### src/rtl/rls_pkg.sv
package rls_pkg;
   typedef enum logic [1:0] {
      ST_IDLE   = 2'd0,
      ST_BASE   = 2'd1,
      ST_RAISED = 2'd2
   } rls_state_e;

   function automatic int count_bits(input int span);
      return $clog2(span + 1);
   endfunction
endpackage

### src/rtl/rls_flag_decode.sv
module rls_flag_decode #(
   parameter int FLAG_W = 4,
   parameter int MAX_OW = 3,
   parameter int STRICT = 1,
   localparam int CW    = rls_pkg::count_bits(FLAG_W)
) (
   input  logic [FLAG_W-1:0] flags,
   output logic [CW-1:0]     zeros,
   output logic              pristine,
   output logic              bad
);
   localparam logic [FLAG_W-1:0] ALL1 = {FLAG_W{1'b1}};

   logic shape_ok;

   always_comb begin
      zeros = '0;
      for (int i = 0; i < FLAG_W; i++) begin
         if (!flags[i]) zeros = zeros + CW'(1);
      end
   end

   generate
      if (STRICT != 0) begin : g_strict
         always_comb shape_ok = (flags == (ALL1 << zeros));
      end else begin : g_loose
         always_comb shape_ok = 1'b1;
      end
   endgenerate

   assign pristine = (flags == ALL1);
   assign bad      = !shape_ok || (int'(zeros) > MAX_OW);

   // r4: a field of all ones is never treated as bad
   always_comb a_r4_pristine_ok : assert (!(pristine && bad));
endmodule

### src/rtl/rls_tally.sv
module rls_tally #(
   parameter int W   = 8,
   parameter int SAT = 1
) (
   input  logic         clk,
   input  logic         rst_n,
   input  logic         inc,
   output logic [W-1:0] count
);
   localparam logic [W-1:0] TOP = {W{1'b1}};

   logic [W-1:0] nxt;

   generate
      if (SAT != 0) begin : g_sat
         always_comb nxt = (count == TOP) ? count : count + W'(1);
      end else begin : g_wrap
         always_comb nxt = count + W'(1);
      end
   endgenerate

   always_ff @(posedge clk) begin
      if (!rst_n)   count <= '0;
      else if (inc) count <= nxt;
   end

   a_r8_step : assert property (@(posedge clk) disable iff (!rst_n)
      (inc && count != TOP) |=> count == $past(count) + W'(1));
   a_r8_hold : assert property (@(posedge clk) disable iff (!rst_n)
      !inc |=> $stable(count));
endmodule

### src/rtl/flag_read_seq.sv
module flag_read_seq #(
   parameter int PAGE_W = 16,
   parameter int FLAG_W = 4,
   parameter int MAX_OW = 3,
   parameter int LVL_W  = 3,
   parameter int CNT_W  = 8,
   parameter int STRICT = 1
) (
   input  logic              clk,
   input  logic              rst_n,
   input  logic              rd_req,
   input  logic [PAGE_W-1:0] rd_page,
   output logic              busy,
   output logic              sense_go,
   output logic [LVL_W-1:0]  sense_lvl,
   output logic [PAGE_W-1:0] sense_page,
   input  logic              sense_ack,
   input  logic [FLAG_W-1:0] sense_flags,
   output logic              data_rdy,
   output logic              rd_err,
   output logic [CNT_W-1:0]  n_one,
   output logic [CNT_W-1:0]  n_two
);
   import rls_pkg::*;

   localparam int CW = count_bits(FLAG_W);

   generate
      if (FLAG_W < 1 || PAGE_W < 1 || CNT_W < 1) begin : g_bad_width
         $error("flag_read_seq: widths must be positive");
      end
      if (MAX_OW < 1 || MAX_OW > FLAG_W) begin : g_bad_limit
         $error("flag_read_seq: MAX_OW must lie in 1..FLAG_W");
      end
      if ((1 << LVL_W) <= MAX_OW) begin : g_bad_lvl
         $error("flag_read_seq: LVL_W too narrow for MAX_OW");
      end
   endgenerate

   rls_state_e        state;
   logic [PAGE_W-1:0] page_q;
   logic [LVL_W-1:0]  lvl_q;
   logic [CW-1:0]     zeros;
   logic              pristine, bad;
   logic [1:0]        bump;
   logic [CNT_W-1:0]  tally [2];

   rls_flag_decode #(.FLAG_W(FLAG_W), .MAX_OW(MAX_OW), .STRICT(STRICT)) u_dec (
      .flags(sense_flags), .zeros(zeros), .pristine(pristine), .bad(bad)
   );

   always_ff @(posedge clk) begin
      if (!rst_n) begin
         state    <= ST_IDLE;
         page_q   <= '0;
         lvl_q    <= '0;
         data_rdy <= 1'b0;
         rd_err   <= 1'b0;
      end else begin
         data_rdy <= 1'b0;
         rd_err   <= 1'b0;
         unique case (state)
            ST_IDLE: if (rd_req) begin
               page_q <= rd_page;
               lvl_q  <= '0;
               state  <= ST_BASE;
            end
            ST_BASE: if (sense_ack) begin
               if (pristine) begin
                  data_rdy <= 1'b1;
                  state    <= ST_IDLE;
               end else if (bad) begin
                  rd_err <= 1'b1;
                  state  <= ST_IDLE;
               end else begin
                  lvl_q <= LVL_W'(zeros);
                  state <= ST_RAISED;
               end
            end
            ST_RAISED: if (sense_ack) begin
               data_rdy <= 1'b1;
               state    <= ST_IDLE;
            end
            default: state <= ST_IDLE;
         endcase
      end
   end

   assign busy       = (state != ST_IDLE);
   assign sense_go   = busy;
   assign sense_lvl  = (state == ST_RAISED) ? lvl_q : '0;
   assign sense_page = page_q;

   assign bump[0] = (state == ST_BASE) && sense_ack && pristine;
   assign bump[1] = (state == ST_RAISED) && sense_ack;

   generate
      for (genvar g = 0; g < 2; g++) begin : g_tally
         rls_tally #(.W(CNT_W), .SAT(1)) u_tally (
            .clk(clk), .rst_n(rst_n), .inc(bump[g]), .count(tally[g])
         );
      end
   endgenerate

   assign n_one = tally[0];
   assign n_two = tally[1];

   a_r2_base_first : assert property (@(posedge clk) disable iff (!rst_n)
      (!busy && rd_req) |=> (sense_go && sense_lvl == '0 && sense_page == $past(rd_page)));
   a_r7_hold_cmd : assert property (@(posedge clk) disable iff (!rst_n)
      (sense_go && !sense_ack) |=> (sense_go && $stable(sense_lvl) && $stable(sense_page)));
   a_r4_raised_range : assert property (@(posedge clk) disable iff (!rst_n)
      (state == ST_RAISED) |-> (sense_lvl != '0 && int'(sense_lvl) <= MAX_OW));
   a_r9_page_kept : assert property (@(posedge clk) disable iff (!rst_n)
      (busy && rd_req && !sense_ack) |=> $stable(sense_page));
   a_r10_exclusive : assert property (@(posedge clk) disable iff (!rst_n)
      !(data_rdy && rd_err));
   a_r10_pulse : assert property (@(posedge clk) disable iff (!rst_n)
      (data_rdy || rd_err) |=> !(data_rdy || rd_err));
   a_r3_done_idle : assert property (@(posedge clk) disable iff (!rst_n)
      data_rdy |-> !sense_go);
endmodule

### config.mk
export PLATFORM = sky130hd
export DESIGN_NAME = flag_read_seq
export DESIGN_NICKNAME = d
export VERILOG_FILES = /design/src/rtl/rls_pkg.sv /design/src/rtl/rls_flag_decode.sv /design/src/rtl/rls_tally.sv /design/src/rtl/flag_read_seq.sv
export SDC_FILE = /design/constraint.sdc
export NUM_CORES = 1
export LEC_CHECK = 0
export BUFFER_PORTS_ARGS = -buffer_cell sky130_fd_sc_hd__clkbuf_2
export CAP_MARGIN = 20
export CORE_AREA = 2 2 77 79
export DETAILED_ROUTE_END_ITERATION = 16
export DIE_AREA = 0 0 79 81
export HOLD_SLACK_MARGIN = 0.03
export SYNTH_ARGS = -nofsm -noshare
export SYNTH_HDL_FRONTEND = slang
export SYNTH_HIERARCHICAL = 1
export SYNTH_SLANG_ARGS = --single-unit
### constraint.sdc
create_clock -name clk -period 6 [get_ports clk]
set_input_delay 0.6 -clock clk [delete_from_list [all_inputs] [get_ports clk]]
set_output_delay 0.6 -clock clk [all_outputs]
set_load 0.01 [all_outputs]
==> results of run 1 <==
## final cells by class
class | count | area share, %
well taps | 75 | 3.66
inverters | 9 | 1.32
flip-flops and latches | 39 | 30.5
multi-input cells | 181 | 48.1
repair buffers | 62 | 12.1
clock inverters | 3 | 1.71
clock buffers | 5 | 2.68
## kinds of logic after synthesis
logic type	Yosys count
AO/OA/AOI/OAI	54
XOR/XNOR	7
adder cells (fa/ha/maj)	11
buffers and inverters	20
flip-flops	39
multiplexers	6
AND/OR/NAND/NOR	103
## worst min-delay path, cell delays in order (launching register included)
cell and delay [ns]:
dfxtp_1 0.31, nand2_1 0.05, a21oi_1 0.05
## state kept, by name, indices dropped and copies added, names as in the netlist
register               flops
sense_page                16
g_tally.u_tally/count     16
state                      2
lvl_q                      3
data_rdy                   1
rd_err                     1
## stage by stage
stage | instance area (sq um) | setup slack, ns
2_1_floorplan | 2140 | 3.01
3_3_place_gp | 2450 | 2.72
3_5_place_dp | 2450 | 2.65
4_1_cts | 2560 | 2.95
5_1_grt | 2560 | 2.69
6_report | 2560 | 2.93
## power by group
| part | internal (mW) | total (mW) | switching, mW |
|---|---|---|---|
| Sequential | 0.270 | 0.277 | 0.00609 |
| Combinational | 0.0423 | 0.105 | 0.0624 |
| Clock | 0.124 | 0.220 | 0.0958 |
## routing by layer
metal  up-vias  global-route usage [%]  part of all wire (%)
met4         0                    5.69                   1.5
met5         -                       0                     0
met2        48                    23.3                    46
met1       856                    16.5                    46
li1        967                       -                     -
met3         6                    4.00                   6.8
## worst paths after layout
path / start / to / slack (ns) / cells past startpoint
worst max-delay path: sense_flags[1] / lvl_q[1]$_SDFFE_PN0P_ / 2.93 / 13
worst min-delay path: sense_page[5]$_SDFFE_PN0P_ / sense_page[5]$_SDFFE_PN0P_ / 0.46 / 2
worst max register to register: state[0]$_SDFFE_PN0P_ / lvl_q[1]$_SDFFE_PN0P_ / 4.23 / 5
worst min register to register: sense_page[5]$_SDFFE_PN0P_ / sense_page[5]$_SDFFE_PN0P_ / 0.46 / 2
## Yosys cell counts, types with 2 or more instances
cell type and count:
nor3b_1 4, inv_1 8, a22o_1 3, nand4_1 2, a41oi_1 2, and3_2 3
buf_4 2, a211oi_1 2, clkbuf_1 2, nand3_1 6, o21ai_0 9, a31oi_1 6
and2_1 7, buf_2 2, nand4b_1 2, and4b_1 2, ha_1 11, nand2_1 48
dfxtp_1 39, nor2b_1 4, nand2b_1 3, buf_6 5, a21boi_4 2, and4_1 5
xnor2_1 5, nand3_2 2, and4_2 2, mux2i_1 6, and3_1 3, xor2_1 2
a21oi_1 22, nor3_2 4
==> impl_metrics.toml, run 1 <==
[route]
drt_iter0_drc = 39
drc_errors = 0
ant_nets = 0
drt-pass1-iter-count = 6
routedWlPerCell_um = 12.0
wl_um = 4500
vias = 1877
routed_via_density = 5.02

[pwr]
ir_drop_v = 0.000114
total_power_mw = 0.601
power_leakage_nw = 1.13
p_per_area_mw_per_mm2 = 234

[final_layout]
drive_gt1_share_pct = 30.1
multi_input_area_sq_mm = 0.00123
fin_cells = 374
regArea_sq_um = 781
fin_nets = 333
fin_util_pct = 45.2
antennaDiodeCount = 0
area_growth_syn_to_layout_pct = 20.0
final_cell_mix = "clkbuf_2 (62), nand2_1 (48), dfxtp_1 (39)"
nFillCells = 584
final_common_cell = "clkbuf_2"

[synth]
netlist_area_sq_mm = 0.00214
synthDistinctLibCells = 47
muxShareOfSynthArea_pct = 2.81
syn_nets = 275
synthAdderAreaFrac_pct = 6.44
synth_top_family_by_area = "simple AND/OR/NAND/NOR gates"
synth_compound_gate_area_share_pct = 18.0
ys_ff_latch = 39
synth.yosys.warnings = 6
yosysTopAreaCellShare_pct = 36.6
ys.flop_type = "dfxtp_1"
ys_async_sr_fraction_pct = 0
yosys.area.top_type = "dfxtp_1"
yosysSeqAreaShare_pct = 36.6
avgSynthCellArea_sq_um = 8.90
postSynthCellCount = 240
synth_xor_area_share_pct = 2.87
synth-edff-count = 0
synthTopCellsByArea = "dfxtp_1 (37%), nand2_1 (8.4%), ha_1 (6.4%)"
synthSimpleGateAreaFrac_pct = 27.6

[die]
die_w_um = 79
start_util_pct = 37.6
die_area_sq_mm = 0.00640
die-height_um = 81
io_pins = 63
num_rows = 28
core_area_sq_mm = 0.00568

[timing]
final.setup.tns_ns = 0
hold_violations = 0
hold_slack_ns = 0.457
slew_headroom_pct = 57.9
period_minus_slack_ns = 3.07
finalSetupViolCount = 0
rsz0062_at_grt = "false"
slew_violations = 0
fmax_mhz = 325
min_period_over_period_pct = 51.2
tightest_slew_ns = 0.632
finClkSkew_ns = 0.00376

[critical_path]
cpLargestDelayFamily = "compound AO/OA/AOI/OAI gates"
critical_path.endpoint_type = "flop"
critical-path-slowest-cell = "ha_1"
crit_type = "input port to flop"
crit_chain = "clkbuf_2 -> inv_1 -> ha_1 -> xnor2_1 -> ha_1 -> and2b_2 -> xnor2_1 -> a2111oi_4 -> xnor2_1 -> o21ai_0 -> nor3b_1 -> o32ai_2 -> a22o_1"
worst_ep_arrival_time_ns = 3.26
startpoint_type = "input port"
crit_required_ns = 6.18
max_stage_delay_ns = 0.36
crit_buf_inv = 2
worst-path-max-fanout = 6
path_common_cell = "xnor2_1"

[placement]
dp_hpwl_um = 3300
gp_congestion = 0.741
io_buffers = 62
place_inst = 366

[global_routing]
grt_usage_pct = 13.8
grt_start_max_net_pins = 25
grt_pass1_vias = 1599
grt_pass1_wl_um = 7070
antenna_found_initial = 0
grt_overflow_total = 0

[clock_tree]
postCtsSetupBuffers = 0
cts_resized = 0
cts_htree_levels = 2
cts_tree = "built"
clk_pin_slew_ns = 0.08
hold_buffers = 0
cts_made_buffers = 5
cts_sinks = 39
clk_latency_ns = 0.29
cts_buffer_depth = 2
cts_root_buf = "clkbuf_8"

[flow_run]
maxCapViolations = 0

[hold_path]
hold_class = "flop to flop"

[run_status]
outcome = "complete, no violations"
Power figures use the tool's default switching activity.
==> run 2: changes to the inputs <==
clock period = 2.9 ns   (was 6 ns; I/O delays follow)
==> impl_metrics.toml, run 2 (synthesized netlist as in run 1, its figures left out) <==
[run_status]
outcome = "complete, no violations"

[critical_path]
crit_required_ns = 3.09
path_common_cell = "xnor2_1"
critical-path-slowest-cell = "ha_1"
crit_chain = "clkbuf_2 -> inv_1 -> ha_1 -> xnor2_1 -> ha_1 -> and2b_2 -> xnor2_1 -> a2111oi_4 -> xnor2_1 -> o21ai_0 -> nor3b_1 -> o32ai_2 -> a22o_1"
critical_path.endpoint_type = "flop"
rrSetupSlack_ns = 1.14
crit_type = "input port to flop"
startpoint_type = "input port"
cpLargestDelayFamily = "compound AO/OA/AOI/OAI gates"
worst-path-max-fanout = 4
crit_buf_inv = 2
worst_ep_arrival_time_ns = 2.79
crit-reg2reg-capture = "lvl_q[1]$_SDFFE_PN0P_"
max_stage_delay_ns = 0.32
rr_worst_depth = 5
reg2reg_from = "state[0]$_SDFFE_PN0P_"

[route]
wl_um = 4480
drt_iter0_drc = 38
drt-pass1-iter-count = 4
routedWlPerCell_um = 11.9
vias = 1889
drc_errors = 0
ant_nets = 0
routed_via_density = 5.01

[timing]
final.setup.tns_ns = 0
finClkSkew_ns = 0.00374
rsz0062_at_grt = "false"
min_period_over_period_pct = 89.7
hold_violations = 0
tightest_slew_ns = 0.634
finalSetupViolCount = 0
slew_headroom_pct = 57.7
period_minus_slack_ns = 2.60
slew_violations = 0
fmax_mhz = 384
hold_slack_ns = 0.211

[clock_tree]
cts_sinks = 39
cts_buffer_depth = 2
postCtsSetupBuffers = 0
cts_made_buffers = 5
cts_root_buf = "clkbuf_8"
clk_latency_ns = 0.29
cts_tree = "built"
hold_buffers = 0
cts_htree_levels = 2
clk_pin_slew_ns = 0.08
cts_resized = 0

[final_layout]
fin_area_sq_mm = 0.00261
drive_gt1_share_pct = 30.8
final_cell_mix = "clkbuf_2 (62), nand2_1 (48), dfxtp_1 (39)"
fin_nets = 336
area_growth_syn_to_layout_pct = 22.2
antennaDiodeCount = 0
final_common_cell = "clkbuf_2"
fin_util_pct = 46.0
fin_cells = 377

[placement]
gp_congestion = 0.739
dp_hpwl_um = 3290
io_buffers = 62
place_inst = 369
placed_area_sq_mm = 0.00247

[hold_path]
hold_class = "input port to flop"
whs_path_depth = 3
hp-start = "rd_page[0]"
whs_endpoint = "sense_page[0]$_SDFFE_PN0P_"

[die]
start_util_pct = 37.6
die_area_sq_mm = 0.00640
die_w_um = 79
num_rows = 28
io_pins = 63
core_area_sq_mm = 0.00568
die-height_um = 81

[pwr]
power.switching_mw = 0.339
p_per_area_mw_per_mm2 = 511
power_leakage_nw = 1.15
seq_power_share_pct = 43.0
pwr-share-comb_pct = 16.5
ir_drop_v = 0.000230
swShare_pct = 25.5
internal_power_mw = 0.994
clkPwrFrac_pct = 40.5

[global_routing]
grt_pass1_vias = 1687
grt_pass1_wl_um = 7310
grt_usage_pct = 14.3
antenna_found_initial = 0
grt_start_max_net_pins = 25
grt_overflow_total = 0

[flow_run]
maxCapViolations = 0
[run 2: routing by layer]
| layer | wire length [um] | up-vias | global-route usage [%] |
|---|---|---|---|
| li1 | - | 973 | - |
| met1 | 2070 | 869 | 16.7 |
| met5 | 0 | - | 0 |
| met3 | 226 | 5 | 4.00 |
| met2 | 2110 | 42 | 24.8 |
| met4 | 72 | 0 | 6.03 |
[run 2: worst max-delay path by stage]
stage / endpoint / slack, ns / startpoint / cells after the start
global placement: lvl_q[1]$_SDFFE_PN0P_ / 0.04 / sense_flags[0] / 13
global route: lvl_q[2]$_SDFFE_PN0P_ / 0.03 / sense_flags[0] / 13
finish: lvl_q[1]$_SDFFE_PN0P_ / 0.30 / sense_flags[0] / 13
detailed placement: lvl_q[1]$_SDFFE_PN0P_ / -0.04 / sense_flags[0] / 13
floorplan: lvl_q[1]$_SDFFE_PN0P_ / 0.22 / sense_flags[0] / 12
CTS: lvl_q[1]$_SDFFE_PN0P_ / 0.27 / sense_flags[0] / 13
[run 2: final cells by class]
cell class | count | area [sq um]
clock buffers | 5 | 68.8
clock inverters | 3 | 67.6
fillers | 590 | 3070
inverters | 9 | 33.8
multi-input cells | 181 | 1230
flip-flops and latches | 39 | 781
well taps | 75 | 93.8
repair buffers | 65 | 333
[run 2: worst reg2reg max path: cells and delay by family (launching register included)]
| kind | cells | cell delay [ns] |
|---|---|---|
| AO/OA/AOI/OAI | 2 | 0.43 |
| flip-flops | 1 | 0.34 |
| AND/OR/NAND/NOR | 1 | 0.56 |
| adder cells (fa/ha/maj) | 1 | 0.23 |
| buffers and inverters | 1 | 0.10 |
[run 2: metrics by stage]
stage          setup WS, ns  total power [mW]
6_report              0.298              1.33
5_1_grt              0.0336              1.41
2_1_floorplan         0.220             0.746
3_5_place_dp        -0.0437             0.807
4_1_cts               0.272              1.35
3_3_place_gp         0.0370             0.805
[run 2: power by group through the flow]
stage	registers, mW	clock network (mW)	logic [mW]
floorplan	0.594	0	0.151
global placement	0.585	0	0.220
detailed placement	0.585	0	0.222
CTS	0.573	0.555	0.223
global route	0.576	0.584	0.249
finish	0.573	0.540	0.220
